`config.mk`:
```
export PLATFORM = sky130hd
export DESIGN_NAME = dma_evt_irq_agg
export DESIGN_NICKNAME = d
export VERILOG_FILES = /design/src/rtl/irqagg_pkg.sv /design/src/rtl/irqagg_slice.sv /design/src/rtl/irqagg_decode.sv /design/src/rtl/dma_evt_irq_agg.sv
export SDC_FILE = /design/constraint.sdc
export NUM_CORES = 1
export LEC_CHECK = 0
export ABC_AREA = 0
export BUFFER_PORTS_ARGS = -buffer_cell sky130_fd_sc_hd__buf_2
export CAP_MARGIN = 10
export CORE_MARGIN = 10
export CORE_UTILIZATION = 45
export CTS_BUF_LIST = sky130_fd_sc_hd__clkbuf_8
export CTS_CLUSTER_DIAMETER = 200
export CTS_CLUSTER_SIZE = 20
export DETAILED_ROUTE_END_ITERATION = 12
export GPL_TIMING_DRIVEN = 1
export HOLD_SLACK_MARGIN = 0.08
export PLACE_DENSITY = 0.7
export SLEW_MARGIN = 20
export SYNTH_ARGS = -nofsm -noshare
export SYNTH_HDL_FRONTEND = slang
export SYNTH_SLANG_ARGS = --single-unit
```
`constraint.sdc`:
```
create_clock -name clk_i -period 2.4 [get_ports clk_i]
set_clock_uncertainty 0.15 [all_clocks]
set_input_delay 0 -clock clk_i [delete_from_list [all_inputs] [get_ports clk_i]]
set_output_delay 0 -clock clk_i [all_outputs]
set_load 0.01 [all_outputs]
```
`src/rtl/irqagg_pkg.sv`:
```
package irqagg_pkg;
    localparam int unsigned DATA_W      = 32;
    localparam int unsigned FIELD_W     = 4;
    localparam int unsigned CH_PER_WORD = DATA_W / FIELD_W;
    localparam int unsigned MAX_WORDS   = 2;
    localparam int unsigned EN_OFF      = 32'h000;
    localparam int unsigned PEND_OFF    = 32'h010;
    localparam int unsigned WORD_STEP   = 4;

    // one flag per event kind, bit 0 = half, bit 1 = package, bit 2 = chain
    typedef struct packed {
        logic list;
        logic pkg;
        logic half;
    } evt_t;
endpackage

```
`src/rtl/irqagg_slice.sv`:
```
module irqagg_slice
    import irqagg_pkg::*;
(
    input  logic clk_i,
    input  logic rst_ni,
    input  evt_t evt_i,
    input  logic en_we_i,
    input  evt_t en_wdata_i,
    input  logic clr_we_i,
    input  evt_t clr_mask_i,
    output evt_t en_o,
    output evt_t pend_o,
    output logic req_o
);
    typedef struct packed {
        evt_t en;
        evt_t pend;
    } slice_st_t;

    slice_st_t st_d, st_q;

    always_comb begin
        st_d = st_q;
        if (en_we_i) begin
            st_d.en = en_wdata_i;
        end
        if (clr_we_i) begin
            st_d.pend = evt_t'(st_q.pend & ~clr_mask_i);
        end
        // a pulse wins over a clear in the same cycle
        st_d.pend = evt_t'(st_d.pend | evt_i);
    end

    always_ff @(posedge clk_i or negedge rst_ni) begin
        if (!rst_ni) begin
            st_q <= '0;
        end else begin
            st_q <= st_d;
        end
    end

    assign en_o   = st_q.en;
    assign pend_o = st_q.pend;
    assign req_o  = |(st_q.en & st_q.pend);
endmodule

```
`src/rtl/irqagg_decode.sv`:
```
module irqagg_decode
    import irqagg_pkg::*;
#(
    parameter int unsigned ADDR_W = 12,
    parameter int unsigned NWORDS = 2
) (
    input  logic                                sel_i,
    input  logic                                we_i,
    input  logic [ADDR_W-1:0]                   addr_i,
    input  logic [MAX_WORDS-1:0][DATA_W-1:0]    en_words_i,
    input  logic [MAX_WORDS-1:0][DATA_W-1:0]    pend_words_i,
    output logic [MAX_WORDS-1:0]                en_we_o,
    output logic [MAX_WORDS-1:0]                clr_we_o,
    output logic [DATA_W-1:0]                   rdata_o
);
    always_comb begin
        en_we_o  = '0;
        clr_we_o = '0;
        rdata_o  = '0;
        for (int w = 0; w < int'(NWORDS); w++) begin
            if (addr_i == ADDR_W'(EN_OFF + WORD_STEP * w)) begin
                rdata_o    = en_words_i[w];
                en_we_o[w] = sel_i & we_i;
            end
            if (addr_i == ADDR_W'(PEND_OFF + WORD_STEP * w)) begin
                rdata_o     = pend_words_i[w];
                clr_we_o[w] = sel_i & we_i;
            end
        end
    end
endmodule

```
`src/rtl/dma_evt_irq_agg.sv`:
```
module dma_evt_irq_agg
    import irqagg_pkg::*;
#(
    parameter int unsigned NCH    = 16,
    parameter int unsigned ADDR_W = 12
) (
    input  logic              clk_i,
    input  logic              rst_ni,
    input  logic              sel_i,
    input  logic              we_i,
    input  logic [ADDR_W-1:0] addr_i,
    input  logic [31:0]       wdata_i,
    output logic [31:0]       rdata_o,
    input  logic [NCH-1:0]    evt_half_i,
    input  logic [NCH-1:0]    evt_pkg_i,
    input  logic [NCH-1:0]    evt_list_i,
    output logic              irq_o
);
    localparam int unsigned NWORDS = (NCH + CH_PER_WORD - 1) / CH_PER_WORD;

    typedef struct packed {
        logic irq;
    } top_st_t;

    evt_t [NCH-1:0]                  evt_ch;
    evt_t [NCH-1:0]                  en_ch;
    evt_t [NCH-1:0]                  pend_ch;
    logic [NCH-1:0]                  req_ch;
    logic [MAX_WORDS-1:0][DATA_W-1:0] en_words;
    logic [MAX_WORDS-1:0][DATA_W-1:0] pend_words;
    logic [MAX_WORDS-1:0]            en_we;
    logic [MAX_WORDS-1:0]            clr_we;
    top_st_t                         st_d, st_q;

    irqagg_decode #(
        .ADDR_W (ADDR_W),
        .NWORDS (NWORDS)
    ) i_decode (
        .sel_i        (sel_i),
        .we_i         (we_i),
        .addr_i       (addr_i),
        .en_words_i   (en_words),
        .pend_words_i (pend_words),
        .en_we_o      (en_we),
        .clr_we_o     (clr_we),
        .rdata_o      (rdata_o)
    );

    for (genvar ch = 0; ch < NCH; ch++) begin : g_ch
        localparam int unsigned WI = ch / CH_PER_WORD;
        localparam int unsigned NI = ch % CH_PER_WORD;

        assign evt_ch[ch] = '{list: evt_list_i[ch], pkg: evt_pkg_i[ch], half: evt_half_i[ch]};

        irqagg_slice i_slice (
            .clk_i      (clk_i),
            .rst_ni     (rst_ni),
            .evt_i      (evt_ch[ch]),
            .en_we_i    (en_we[WI]),
            .en_wdata_i (evt_t'(wdata_i[NI*FIELD_W +: 3])),
            .clr_we_i   (clr_we[WI]),
            .clr_mask_i (evt_t'(wdata_i[NI*FIELD_W +: 3])),
            .en_o       (en_ch[ch]),
            .pend_o     (pend_ch[ch]),
            .req_o      (req_ch[ch])
        );
    end

    // pack channel fields into register images, reserved bits stay zero
    always_comb begin
        en_words   = '0;
        pend_words = '0;
        for (int ch = 0; ch < int'(NCH); ch++) begin
            en_words[ch / CH_PER_WORD][(ch % CH_PER_WORD) * FIELD_W +: 3]   = en_ch[ch];
            pend_words[ch / CH_PER_WORD][(ch % CH_PER_WORD) * FIELD_W +: 3] = pend_ch[ch];
        end
    end

    logic unused_wdata;
    assign unused_wdata = ^{wdata_i[31], wdata_i[27], wdata_i[23], wdata_i[19],
                            wdata_i[15], wdata_i[11], wdata_i[7], wdata_i[3]};

    always_comb begin
        st_d     = st_q;
        st_d.irq = |req_ch;
    end

    always_ff @(posedge clk_i or negedge rst_ni) begin
        if (!rst_ni) begin
            st_q <= '0;
        end else begin
            st_q <= st_d;
        end
    end

    assign irq_o = st_q.irq;
endmodule

```
==> impl_metrics.json, run 1 <==
{
  "path_class": "flip-flop to flip-flop",
  "max_cap_viol_count": 0,
  "diodes": 0,
  "synth_top_family_by_area": "multiplexers",
  "dr.pass1.iters": 4,
  "num_vias": 4068,
  "holdPathStages": 5,
  "synth_cell_types": 26,
  "synth_xor_area_share_pct": 0,
  "grt_pass1_vias": 4422,
  "path_clk_slew_ps": 90,
  "worstSkewPairLatency_ps": 380,
  "timing.final.hold_violations": 0,
  "drt_iter0_drc": 329,
  "worst_slew_pin_slew_ps": 546,
  "avgSynthCellArea_um2": 11.5,
  "vias_per_cell": 5.32,
  "hp-class": "input pin to flip-flop",
  "clock_sinks": 97,
  "timing.hold.ws_ps": 218,
  "drv_slew": 0,
  "antenna_found_initial": 0,
  "slew_headroom_pct": 63.6,
  "max_freq_ghz": 0.516,
  "synth_ff_type": "dfrtp_1",
  "floorplan.initialDensity_pct": 45.8,
  "netlist_area_mm2": 0.00496,
  "fp.dieW_um": 125,
  "port_buffers": 112,
  "cts_buffers": 9,
  "p_per_area_mw_per_mm2": 460,
  "cts_resized": 0,
  "grt_util_all_layers_pct": 18.1,
  "rows": 38,
  "startpoint": "g_ch[4].i_slice.en_o[1]",
  "fin_crit_ps": 1940,
  "cts_tree": "built",
  "required_ps": 2500,
  "drive_above_1_share_pct": 30.3,
  "synth-seq-cells": 97,
  "synth_edf_count": 0,
  "synth_compound_area_share_pct": 13.2,
  "leakagePower_nw": 3.31,
  "ys_seq_area_share_pct": 48.9,
  "synthSimpleGateAreaFrac_pct": 7.03,
  "fin_setup_tns_ps": 0,
  "peakVddDrop_v": 0.000415,
  "arrival_ps": 2040,
  "setup_violations": 0,
  "core_area_mm2": 0.0108,
  "wl_per_cell_um": 18.8,
  "r2r_slack_ps": 460,
  "crit_end": "irq_o",
  "gr-total-overflow": 0,
  "rsz0062_at_grt": "no",
  "htree_levels": 3,
  "synth.mux.area_fraction_pct": 23.6,
  "r2r_start": "g_ch[4].i_slice.en_o[1]",
  "reg2reg_depth": 4,
  "outcome": "complete, no violations",
  "area_growth_pct": 32.9,
  "r2r-end": "irq_o",
  "worstPathMaxFanout": 3,
  "die_y_um": 125,
  "grt_start_max_net_pins": 56,
  "synth_adder_area_share_pct": 0,
  "yosys_warnings": 0,
  "gp_congestion": 0.813,
  "nets": 715,
  "cts_root_buf": "clkbuf_8",
  "cts_buffer_depth": 2,
  "grt_pass1_wl_um": 23200,
  "setup.worst_path.end_class": "flip-flop",
  "postSynthCellCount": 432,
  "drc_errors": 0,
  "drt_wl_total_um": 14400,
  "ant_nets": 0,
  "startpoint_type": "flip-flop",
  "die_area_mm2": 0.0156,
  "synthArstFlopShare_pct": 100,
  "ioPinCount": 129,
  "dp_hpwl_um": 9840,
  "fin_crit_sh_pct": 80.7
}
## metrics by stage
step	power (mW)	setup slack, ps	instances	utilization, %	area (um^2)
2_1_floorplan	1.78	726	439	-	4990
3_3_place_gp	1.92	521	672	52.0	5630
3_5_place_dp	1.93	490	672	52.0	5630
4_1_cts	3.07	485	764	60.9	6600
5_1_grt	3.16	362	764	60.9	6600
6_report	3.04	462	764	60.9	6600
## flip-flops by register name, summed over array words and instances, names as in the netlist
name and flops:
irq_o 1, g_ch.i_slice.pend_o 48, g_ch.i_slice.en_o 48
## worst min-delay path by stage
stage | from | to | slack [ps]
after detailed placement | rst_ni | g_ch[6].i_slice.pend_o[0] | -110
after global routing | addr_i[5] | g_ch[1].i_slice.pend_o[1] | 220
final | addr_i[5] | g_ch[1].i_slice.pend_o[1] | 220
after floorplan | rst_ni | g_ch[0].i_slice.en_o[0] | -450
after global placement | rst_ni | g_ch[12].i_slice.en_o[2] | -130
after CTS | addr_i[5] | g_ch[6].i_slice.pend_o[1] | 200
## cell usage in the layout (no fill, tap or decap), drive strengths merged
cell and count:
a221oi 10, a22o 10, a22oi 4, a31oi 48, and3 3, and3b 1, buf 122, bufinv 1
clkbuf 10, clkinv 2, clkinvlp 2, conb 8, dfrtp 97, dlygate4sd3 75, inv 49, mux2 48
mux2i 48, nand2 1, nand3 2, nand3b 2, nand4 3, nand4b 1, nor2 48, nor3 2
nor4 2, o22ai 24, or4 1
## Yosys cell counts (3+ instances only)
cell / n / area, um^2
clkbuf_1: 6 / 22.5
a22o_1: 10 / 87.6
a221oi_1: 10 / 87.6
and3_1: 3 / 18.8
mux2_4: 40 / 601
dfrtp_1: 97 / 2430
buf_4: 8 / 60.1
a22oi_1: 4 / 30.0
a31oi_1: 48 / 300
inv_1: 48 / 180
buf_6: 4 / 45.0
nor2_1: 48 / 180
mux2i_1: 48 / 480
nand4_1: 3 / 18.8
buf_2: 10 / 50.1
o22ai_1: 24 / 150
mux2_2: 8 / 90.1
## what timing repair did
item	CTS	global route
endpoints found under the hold margin	193	0
hold buffers	76	0
setup buffers	0	0
setup endpoints to repair	0	0
## where the power goes
part	internal [mW]	switching, mW
registers	1.64	0.00239
logic	0.164	0.161
clock network	0.503	0.571
## cells by family after synthesis
| kind of cell | Yosys count |
|---|---|
| muxes | 96 |
| DFF | 97 |
| buffers and inverters | 76 |
| and+or+nand+nor | 66 |
| AOI/OAI and AO/OA | 96 |
| other | 1 |
## cell type report
type,instances,area (um^2)
fill,899,4240
multi-input combinational,266,2210
clock buffer,10,138
timing repair buffer,197,1410
sequential,97,2430
tap,140,175
inverter,48,180
clock inverter,6,58.8
## worst max-delay path, stage by stage, from the launching register on
cell and delay [ps]:
dfrtp_1 400, a22o_1 240, a221oi_1 370, nand4_1 130, or4_1 530
## routing by layer
layer	vias to the layer above	global-route usage, %	share of wire [%]
met5	-	0	0
met4	0	4.74	1.6
met3	19	6.21	7.0
met2	144	31.1	50
met1	1980	21.2	41
li1	1925	-	-
Power figures use the tool's default switching activity.
==> run 2: changes to the inputs <==
Clock period 2.4 ns to 2 ns, I/O delays scaled along.
==> run 2 against run 1 <==
Setup slack worse by 380 ps. Non-clock buffer count up 1. Routed wire length down 0.83%. Critical path depth unchanged. Power up 19%. Register-to-register slack worse by 380 ps. Largest cell class unchanged. Combinational power up 21%.
==> impl_metrics.json, run 2 (synthesis results as in run 1) <==
{
  "grt_pass1_wl_um": 23500,
  "num_vias": 4047,
  "drt_iter0_drc": 248,
  "hp-class": "input pin to flip-flop",
  "cts_root_buf": "clkbuf_8",
  "gp_congestion": 0.777,
  "area_growth_pct": 33.6,
  "rows": 38,
  "cts_buffers": 9,
  "path_class": "flip-flop to flip-flop",
  "path_clk_slew_ps": 100,
  "fp.dieW_um": 125,
  "final_common_cell": "buf_2",
  "dp_hpwl_um": 9810,
  "setup_violations": 0,
  "max_freq_ghz": 0.521,
  "drv_slew": 0,
  "required_ps": 2100,
  "max_cap_viol_count": 0,
  "rsz0062_at_grt": "no",
  "gr-total-overflow": 0,
  "cts_resized": 0,
  "peakVddDrop_v": 0.000404,
  "drt_wl_total_um": 14300,
  "core_area_mm2": 0.0108,
  "ioPinCount": 129,
  "final_cell_mix": "buf_2 (111), dfrtp_1 (97), dlygate4sd3_1 (76)",
  "antenna_found_initial": 0,
  "slowest_stage": "or4_1",
  "ant_nets": 0,
  "cts_buffer_depth": 2,
  "diodes": 0,
  "arrival_ps": 2020,
  "die_area_mm2": 0.0156,
  "fin_crit_sh_pct": 95.9,
  "dr.pass1.iters": 4,
  "worstPathCellList": "a22o_1 -> a221oi_1 -> nand4_1 -> or4_1",
  "die_y_um": 125,
  "fin_ws_ps": 81.7,
  "grt_pass1_vias": 4513,
  "worstPathMaxFanout": 3,
  "outcome": "complete, no violations",
  "drive_above_1_share_pct": 30.4,
  "fin_setup_tns_ps": 0,
  "pre_cts_slack_ps": 112,
  "floorplan.initialDensity_pct": 45.8,
  "timing.final.hold_violations": 0,
  "setup.worst_path.end_class": "flip-flop",
  "leakagePower_nw": 3.31,
  "drc_errors": 0,
  "final_core_util_pct": 61.2,
  "startpoint_type": "flip-flop",
  "worstSkewPairLatency_ps": 380,
  "grt_start_max_net_pins": 67,
  "clock_sinks": 97,
  "critPathMaxStageDelay_ps": 530,
  "wl_per_cell_um": 18.7,
  "htree_levels": 3,
  "totalPowerFinal_mw": 3.62,
  "grt_util_all_layers_pct": 18.2,
  "fin_crit_ps": 1920,
  "port_buffers": 112,
  "vias_per_cell": 5.29,
  "p_per_area_mw_per_mm2": 546,
  "post_cts_buffers": 0,
  "nets": 716,
  "cts_tree": "built"
}
[run 2: changes by cell type in the layout (fill, tap and decap cells not counted)]
cell / change
inv_1: -1
clkbuf_8: -1
dlygate4sd3_1: +1
clkinvlp_4: +1
clkinv_4: +1
buf_4: -2
buf_12: +2
[run 2: area by class of cell]
class,instances,area [um^2]
fillers,887,4210
flip-flops and latches,97,2430
multi-input cells,266,2210
repair buffers,198,1450
inverters,48,180
well taps,140,175
clock buffers,9,124
clock inverters,7,71.3
[run 2: stage by stage]
stage / std cells / hold slack, ps / cell area [um^2]
2_1_floorplan: 439 / -446 / 4990
3_3_place_gp: 672 / -185 / 5660
3_5_place_dp: 672 / -178 / 5660
4_1_cts: 765 / 224 / 6630
5_1_grt: 765 / 252 / 6630
6_report: 765 / 243 / 6630
[run 2: metal layers]
metal | GRT usage, % | vias up | share of wire (%)
li1 | - | 1928 | -
met1 | 21.9 | 1984 | 44
met2 | 31.0 | 120 | 49
met3 | 5.03 | 15 | 5.8
met4 | 5.42 | 0 | 1.3
met5 | 0 | - | 0
[run 2: path summary, 6_finish.rpt]
kind                            cells after the start                    start                         to  slack [ps]
worst max register to register                      4  g_ch[4].i_slice.en_o[1]                      irq_o          80
worst min register to register                      1  g_ch[5].i_slice.en_o[1]    g_ch[5].i_slice.en_o[1]         390
worst max-delay path                                4  g_ch[4].i_slice.en_o[1]                      irq_o          80
worst min-delay path                                3               wdata_i[2]  g_ch[8].i_slice.pend_o[2]         240
min in group asynchronous                           4                   rst_ni  g_ch[7].i_slice.pend_o[2]         530
max in group asynchronous                           4                   rst_ni  g_ch[3].i_slice.pend_o[1]         810
[run 2: report_power, final]
part	total (mW)	internal, mW	switching, mW	leakage, nW
clock network	1.26	0.575	0.689	0.0912
registers	1.97	1.96	0.00327	1.10
logic	0.391	0.198	0.193	2.11
total	3.62	2.74	0.885	3.31
[run 2: worst max-delay path, delay by kind of cell, from the launching register on]
kind	cells	cell delay (ps)
simple gates	2	650
compound gates	2	590
flops	1	410
[run 2: what timing repair did]
item | 4_1_cts | 5_1_grt
endpoints found under the hold margin | 193 | 0
hold buffers | 77 | 0
setup endpoints to repair | 0 | 0
